## src/rtl/upc_pkg.sv

```systemverilog
package upc_pkg;

    localparam int PAGE_W = 2;
    localparam int SKIP_STRIDE = 2;

    typedef enum logic [2:0] {
        ACT_HOLD = 3'd0,
        ACT_STEP = 3'd1,
        ACT_SKIP = 3'd2,
        ACT_JUMP = 3'd3,
        ACT_LOAD = 3'd4
    } upc_act_e;

endpackage

```

## src/rtl/upc_panel_dec.sv

```systemverilog
module upc_panel_dec
    import upc_pkg::*;
#(
    parameter int CMD_W = 16,
    parameter int LIT_W = 8
) (
    input  logic [CMD_W-1:0]        cmd_i,
    output logic                    hit_o,
    output logic [PAGE_W+LIT_W-1:0] base_o
);
    localparam int OP_W = CMD_W - LIT_W;

    logic [OP_W-1:0]   op;
    logic [PAGE_W-1:0] page;

    assign op = cmd_i[CMD_W-1:LIT_W];

    always_comb begin
        hit_o = (op[OP_W-1:OP_W-4] == 4'h1) && (op[2:1] == 2'b10);
        page  = {op[3], op[0]};
        base_o = {page, cmd_i[LIT_W-1:0]};
    end

endmodule

```

## src/rtl/upc_act_sel.sv

```systemverilog
module upc_act_sel
    import upc_pkg::*;
(
    input  logic     clk,
    input  logic     rst,
    input  logic     panel_en_i,
    input  logic     load_hit_i,
    input  logic     jump_req_i,
    input  logic     skip_req_i,
    output upc_act_e act_o
);

    always_comb begin
        if (panel_en_i) begin
            act_o = load_hit_i ? ACT_LOAD : ACT_HOLD;
        end else if (jump_req_i) begin
            act_o = ACT_JUMP;
        end else if (skip_req_i) begin
            act_o = ACT_SKIP;
        end else begin
            act_o = ACT_STEP;
        end
    end

    // jump outranks skip in run mode
    assert_jump_wins_R5: assert property (@(posedge clk) disable iff (rst)
        (!panel_en_i && jump_req_i && skip_req_i) |-> (act_o == ACT_JUMP));

    // run requests never pick a run action in panel mode
    assert_panel_no_run_R7: assert property (@(posedge clk) disable iff (rst)
        panel_en_i |-> (act_o != ACT_JUMP && act_o != ACT_SKIP && act_o != ACT_STEP));

endmodule

```

## src/rtl/upc_addr_reg.sv

```systemverilog
module upc_addr_reg
    import upc_pkg::*;
#(
    parameter int ADDR_W = 10
) (
    input  logic              clk,
    input  logic              rst,
    input  upc_act_e          act_i,
    input  logic [ADDR_W-1:0] load_base_i,
    input  logic [ADDR_W-1:0] jump_tgt_i,
    output logic [ADDR_W-1:0] addr_o
);
    localparam logic [ADDR_W-1:0] ONE  = ADDR_W'(1);
    localparam logic [ADDR_W-1:0] SKIP = ADDR_W'(SKIP_STRIDE);

    logic [ADDR_W-1:0] addr_q;
    logic [ADDR_W-1:0] addr_d;

    always_ff @(posedge clk) begin
        if (rst) begin
            addr_q <= '0;
        end else begin
            addr_q <= addr_d;
        end
    end

    always_comb begin
        addr_d = addr_q;
        unique case (act_i)
            ACT_HOLD: addr_d = addr_q;
            ACT_STEP: addr_d = addr_q + ONE;
            ACT_SKIP: addr_d = addr_q + SKIP;
            ACT_JUMP: addr_d = jump_tgt_i;
            ACT_LOAD: addr_d = load_base_i + ONE;
            default:  addr_d = addr_q;
        endcase
    end

    assign addr_o = addr_q;

    // a step from the top address lands on zero
    assert_wrap_R3: assert property (@(posedge clk) disable iff (rst)
        (act_i == ACT_STEP && addr_q == '1) |=> (addr_q == '0));

endmodule

```

## src/rtl/upc_addr_seq.sv

```systemverilog
module upc_addr_seq
    import upc_pkg::*;
#(
    parameter int LIT_W = 8,
    parameter int CMD_W = 16
) (
    input  logic                    clk,
    input  logic                    rst,
    input  logic                    panel_en,
    input  logic [CMD_W-1:0]        cmd,
    input  logic                    skip_req,
    input  logic                    jump_req,
    input  logic [PAGE_W+LIT_W-1:0] jump_tgt,
    output logic [PAGE_W+LIT_W-1:0] addr
);
    localparam int ADDR_W = PAGE_W + LIT_W;

    logic              load_hit;
    logic [ADDR_W-1:0] load_base;
    upc_act_e          act;

    upc_panel_dec #(.CMD_W(CMD_W), .LIT_W(LIT_W)) u_dec (
        .cmd_i  (cmd),
        .hit_o  (load_hit),
        .base_o (load_base)
    );

    upc_act_sel u_sel (
        .clk        (clk),
        .rst        (rst),
        .panel_en_i (panel_en),
        .load_hit_i (load_hit),
        .jump_req_i (jump_req),
        .skip_req_i (skip_req),
        .act_o      (act)
    );

    upc_addr_reg #(.ADDR_W(ADDR_W)) u_reg (
        .clk         (clk),
        .rst         (rst),
        .act_i       (act),
        .load_base_i (load_base),
        .jump_tgt_i  (jump_tgt),
        .addr_o      (addr)
    );

    // reset clears the address on the following edge
    assert_reset_clear_R1: assert property (@(posedge clk)
        rst |=> (addr == '0));

    // plain run step adds one
    assert_step_R2: assert property (@(posedge clk) disable iff (rst)
        (!panel_en && !jump_req && !skip_req) |=> (addr == ADDR_W'($past(addr) + ADDR_W'(1))));

    // skip advances by two
    assert_skip_R4: assert property (@(posedge clk) disable iff (rst)
        (!panel_en && !jump_req && skip_req) |=> (addr == ADDR_W'($past(addr) + ADDR_W'(2))));

    // jump takes the target
    assert_jump_R5: assert property (@(posedge clk) disable iff (rst)
        (!panel_en && jump_req) |=> (addr == $past(jump_tgt)));

    // page 3 load stores literal plus one
    assert_load_page3_R6: assert property (@(posedge clk) disable iff (rst)
        (panel_en && cmd[CMD_W-1:LIT_W] == 8'h1D) |=>
        (addr == ADDR_W'({2'b11, $past(cmd[LIT_W-1:0])} + ADDR_W'(1))));

    // a non-load panel command holds the address
    assert_panel_hold_R7: assert property (@(posedge clk) disable iff (rst)
        (panel_en && cmd[CMD_W-1:LIT_W] != 8'h14 && cmd[CMD_W-1:LIT_W] != 8'h15 &&
         cmd[CMD_W-1:LIT_W] != 8'h1C && cmd[CMD_W-1:LIT_W] != 8'h1D) |=> $stable(addr));

endmodule

```

## config.mk

```make
export PLATFORM = sky130hd
export DESIGN_NAME = upc_addr_seq
export DESIGN_NICKNAME = d
export VERILOG_FILES = /design/src/rtl/upc_pkg.sv /design/src/rtl/upc_panel_dec.sv /design/src/rtl/upc_act_sel.sv /design/src/rtl/upc_addr_reg.sv /design/src/rtl/upc_addr_seq.sv
export SDC_FILE = /design/constraint.sdc
export NUM_CORES = 1
export LEC_CHECK = 0
export BUFFER_PORTS_ARGS = -buffer_cell sky130_fd_sc_hd__clkbuf_2
export CAP_MARGIN = 15
export CORE_MARGIN = 10
export CORE_UTILIZATION = 53
export DETAILED_ROUTE_END_ITERATION = 12
export PLACE_DENSITY = 0.85
export SLEW_MARGIN = 0
export SYNTH_ARGS = -nofsm -noshare
export SYNTH_HDL_FRONTEND = slang
export SYNTH_SLANG_ARGS = --single-unit
```

## constraint.sdc

```tcl
create_clock -name clk -period 8.9 [get_ports clk]
set_input_delay 1.78 -clock clk [delete_from_list [all_inputs] [get_ports clk]]
set_output_delay 1.78 -clock clk [all_outputs]
set_load 0.02 [all_outputs]
```

==> impl_results.md <==
- Outcome: complete, no violations
- Reg2Reg Depth: 6
- Number of setup buffers added after CTS: 0
- Worst slew pin tran: approximately 0.5 ns
- Area delta synth->final: 20.66%
- Reg-to-reg slack, setup: 6.84 ns
- First-pass GRT wire length: 5906 um
- Synth async-reset ratio: 0%
- Top achievable clock speed: 247.6 MHz
- Initial antenna violation count: 0
- CTS resizes: 0
- Worst Path Class, Setup: input pin to flip-flop
- CORE AREA: around 0.0020 sq mm
- RSZ-0062 raised after global routing: false
- Reg-to-Reg End: u_reg.addr_o[7]
- Syn Area/Cell: 7.071 sq um
- First-pass iteration count of the detailed router: 5
- Yosys warnings: 0
- Vias per Instance: 6.214
- Top area cells in the synthesized netlist: dfxtp_1 18%, xnor2_1 6.4%, nand2_1 6.2%
- Critical R2R Launch: u_reg.addr_o[2]
- Number of global-route vias before repair: roughly 1300
- Most common cell on crit path: nand2_1
- Crit path time final: 4.040 ns
- End of the critical path: u_reg.addr_o[6]
- GRT Total Usage: between 10% and 20%
- Max Cap Viol: 0
- Cell depth of the worst setup path: 12
- Fin. max-slew vios: 0
- Startpoint type of the worst setup path: input pin
- Design Area, Final: 0.001323 sq mm
- Library cells used by synthesis: 43
- Remaining antenna violation count after routing: 0
- Post-synth EDFFs: 0
- Layout cells sized above 1: between 20% and 30%
- Synth Cell Area: 0.001096 sq mm
- Die width: 65.48 um
- Final period util: 45.39%
- Max stage delay on crit path: 0.58 ns
- Synth area leader: dfxtp_1
- CP Max Fanout: 10
- Root Buffer: clkbuf_4
- DP Wirelength: 2707 um
- TNS Setup: 0 ns
- Routed WL per cell: 16.76 um
- Most frequent cells in the layout: 40 x clkbuf_2, 18 x nand2_1, 15 x nor2_1
- Max_slew headroom: 67.21%
- Clock-pin slew on the worst setup and hold paths: 0.08 ns
- Routability cong.: 0.9190
- Routed via count: 1336
- WP buf/inv: 1
- CP top delay family: simple AND/OR/NAND/NOR gates
- Die height: approximately 65 um
- Antenna diodes: 0
- PD cells: between 100 and 150 mW/mm^2
- Crit path launch: cmd[13]
- Fin util: about two thirds
- Seq cells post-synth: 10
- Fin Clk Skew: 0.002437 ns
- TritonCTS clock tree: built
- Finish-stage setup viols: 0
- Iter 0 DRT Violations: 94
- Final WL: 3604 um
- CP endpoint kind: flip-flop
- H-tree Lvls: 1
- Worst EP arrival: 4.20 ns
- Gr ovfl total: 0
- Nets: 222
- Clk sink count: 10
- Slowest CP cell: or4b_4
- Req. time, crit path: 9.06 ns
- IO buf count: 40
- Num ports: 41
- Critical path cell sequence: clkbuf_2 > or4b_4 > nor2_1 > nand2_1 > nand2_1 > nand2_1 > ha_1 > and4_1 > a211oi_1 > a31oi_1 > nor3_1 > nor4_1
- Starting Density: 55.87%
- Peak supply drop: 83.57 uV
- Clock tree buffer depth: 2
- Commonest non-fill, non-tap cell in the layout: clkbuf_2
- Worst min path class: flip-flop to flip-flop
- Post-synth top flop: dfxtp_1
- Largest net degree at the start of global routing: 18
- DRC: 0
- DP Area: 0.001286 sq mm
- Cell Rows: 16
- Leak pwr: 0.5431 nW
- Hold buffers post-CTS: 0
- Sequential element share of the synthesized area: a little under a fifth
- CTS buffer count: 3
- Die area: 0.004287 sq mm
- Cell count after synthesis: around 160
- Post-synth top area share: a little under a fifth
- Clk Latency, worst-skew pair: between 0.2 and 0.3 ns
- Syn_nets: 188
- Final hold vios: 0
- Max reg flops: 10
## cell usage after synthesis, types with 2 or more instances
cell / n
a2111oi_0: 3
and3_1: 2
o22ai_1: 2
nor2b_1: 3
inv_1: 4
and4_1: 3
nand3_1: 7
or3_1: 2
o21ai_0: 8
xnor2_1: 8
nor2_1: 15
a31oi_1: 4
nor3b_1: 3
dfxtp_1: 10
a21oi_1: 7
nor3_1: 5
nor4_1: 2
clkbuf_1: 9
buf_2: 2
nand2_1: 18
a211oi_1: 3
nand4_1: 6
ha_1: 2
a211o_1: 2
xor2_1: 7
## cell type report
cell class                 instances  area (sq um)
clock buffer                       4         36.28
timing repair buffer              40         200.2
multi-input combinational        130         837.1
sequential                        10         200.2
tap                               27         33.78
inverter                           4         15.01
fill                             193         639.4
## per-stage QoR
step	hold WS, ns	total power, W	setup slack [ns]	std cells
4_1_cts	0.5679	0.0001429	4.906	215
3_3_place_gp	0.5347	0.00009871	4.725	211
2_1_floorplan	0.6126	0.00008321	4.860	155
3_5_place_dp	0.5576	0.00009970	4.631	211
5_1_grt	0.5934	0.0001507	4.645	215
6_report	0.5635	0.0001442	4.860	215
## tightest hold or removal path, stage by stage (launching register included)
cell and delay, ns:
dfxtp_1 0.35, nor2_1 0.10, a2111oi_0 0.06
## kinds of logic (layout without fill, tap and decap cells)
kind of cell,count (synthesis),after routing,synth area share (%)
mux,1,1,0.9133
simple gates,73,73,35.85
compound gates,39,39,25.34
fa+ha+maj,2,2,2.283
xor+xnor,15,15,11.99
buf+inv,15,48,5.365
flops,10,10,18.26
## worst min path at each step
stage                    start              end  slack (ns)  cells after the start
3_3_place_gp   u_reg.addr_o[9]  u_reg.addr_o[9]        0.53                      2
5_1_grt        u_reg.addr_o[9]  u_reg.addr_o[9]        0.59                      2
6_report       u_reg.addr_o[9]  u_reg.addr_o[9]        0.56                      2
2_1_floorplan  u_reg.addr_o[9]  u_reg.addr_o[9]        0.61                      2
3_5_place_dp   u_reg.addr_o[9]  u_reg.addr_o[9]        0.56                      2
4_1_cts        u_reg.addr_o[9]  u_reg.addr_o[9]        0.57                      2
## routing by layer
layer	GRT usage (%)	part of all wire (%)	vias up	routed length, um
met1	20.31	40	577	1444
li1	-	-	640	-
met4	9.358	2.6	0	92
met5	0	0	-	0
met3	2.881	11	9	395
met2	27.20	46	110	1673
## report_power, final
group / leakage (nW) / internal (W) / total (W) / switching (W)
sequential: 0.0827 / 0.0000482 / 0.0000559 / 0.00000772
clock: 0.0210 / 0.0000249 / 0.0000445 / 0.0000195
combinational: 0.439 / 0.0000188 / 0.0000437 / 0.0000249
(Power assumes the default switching activity.)
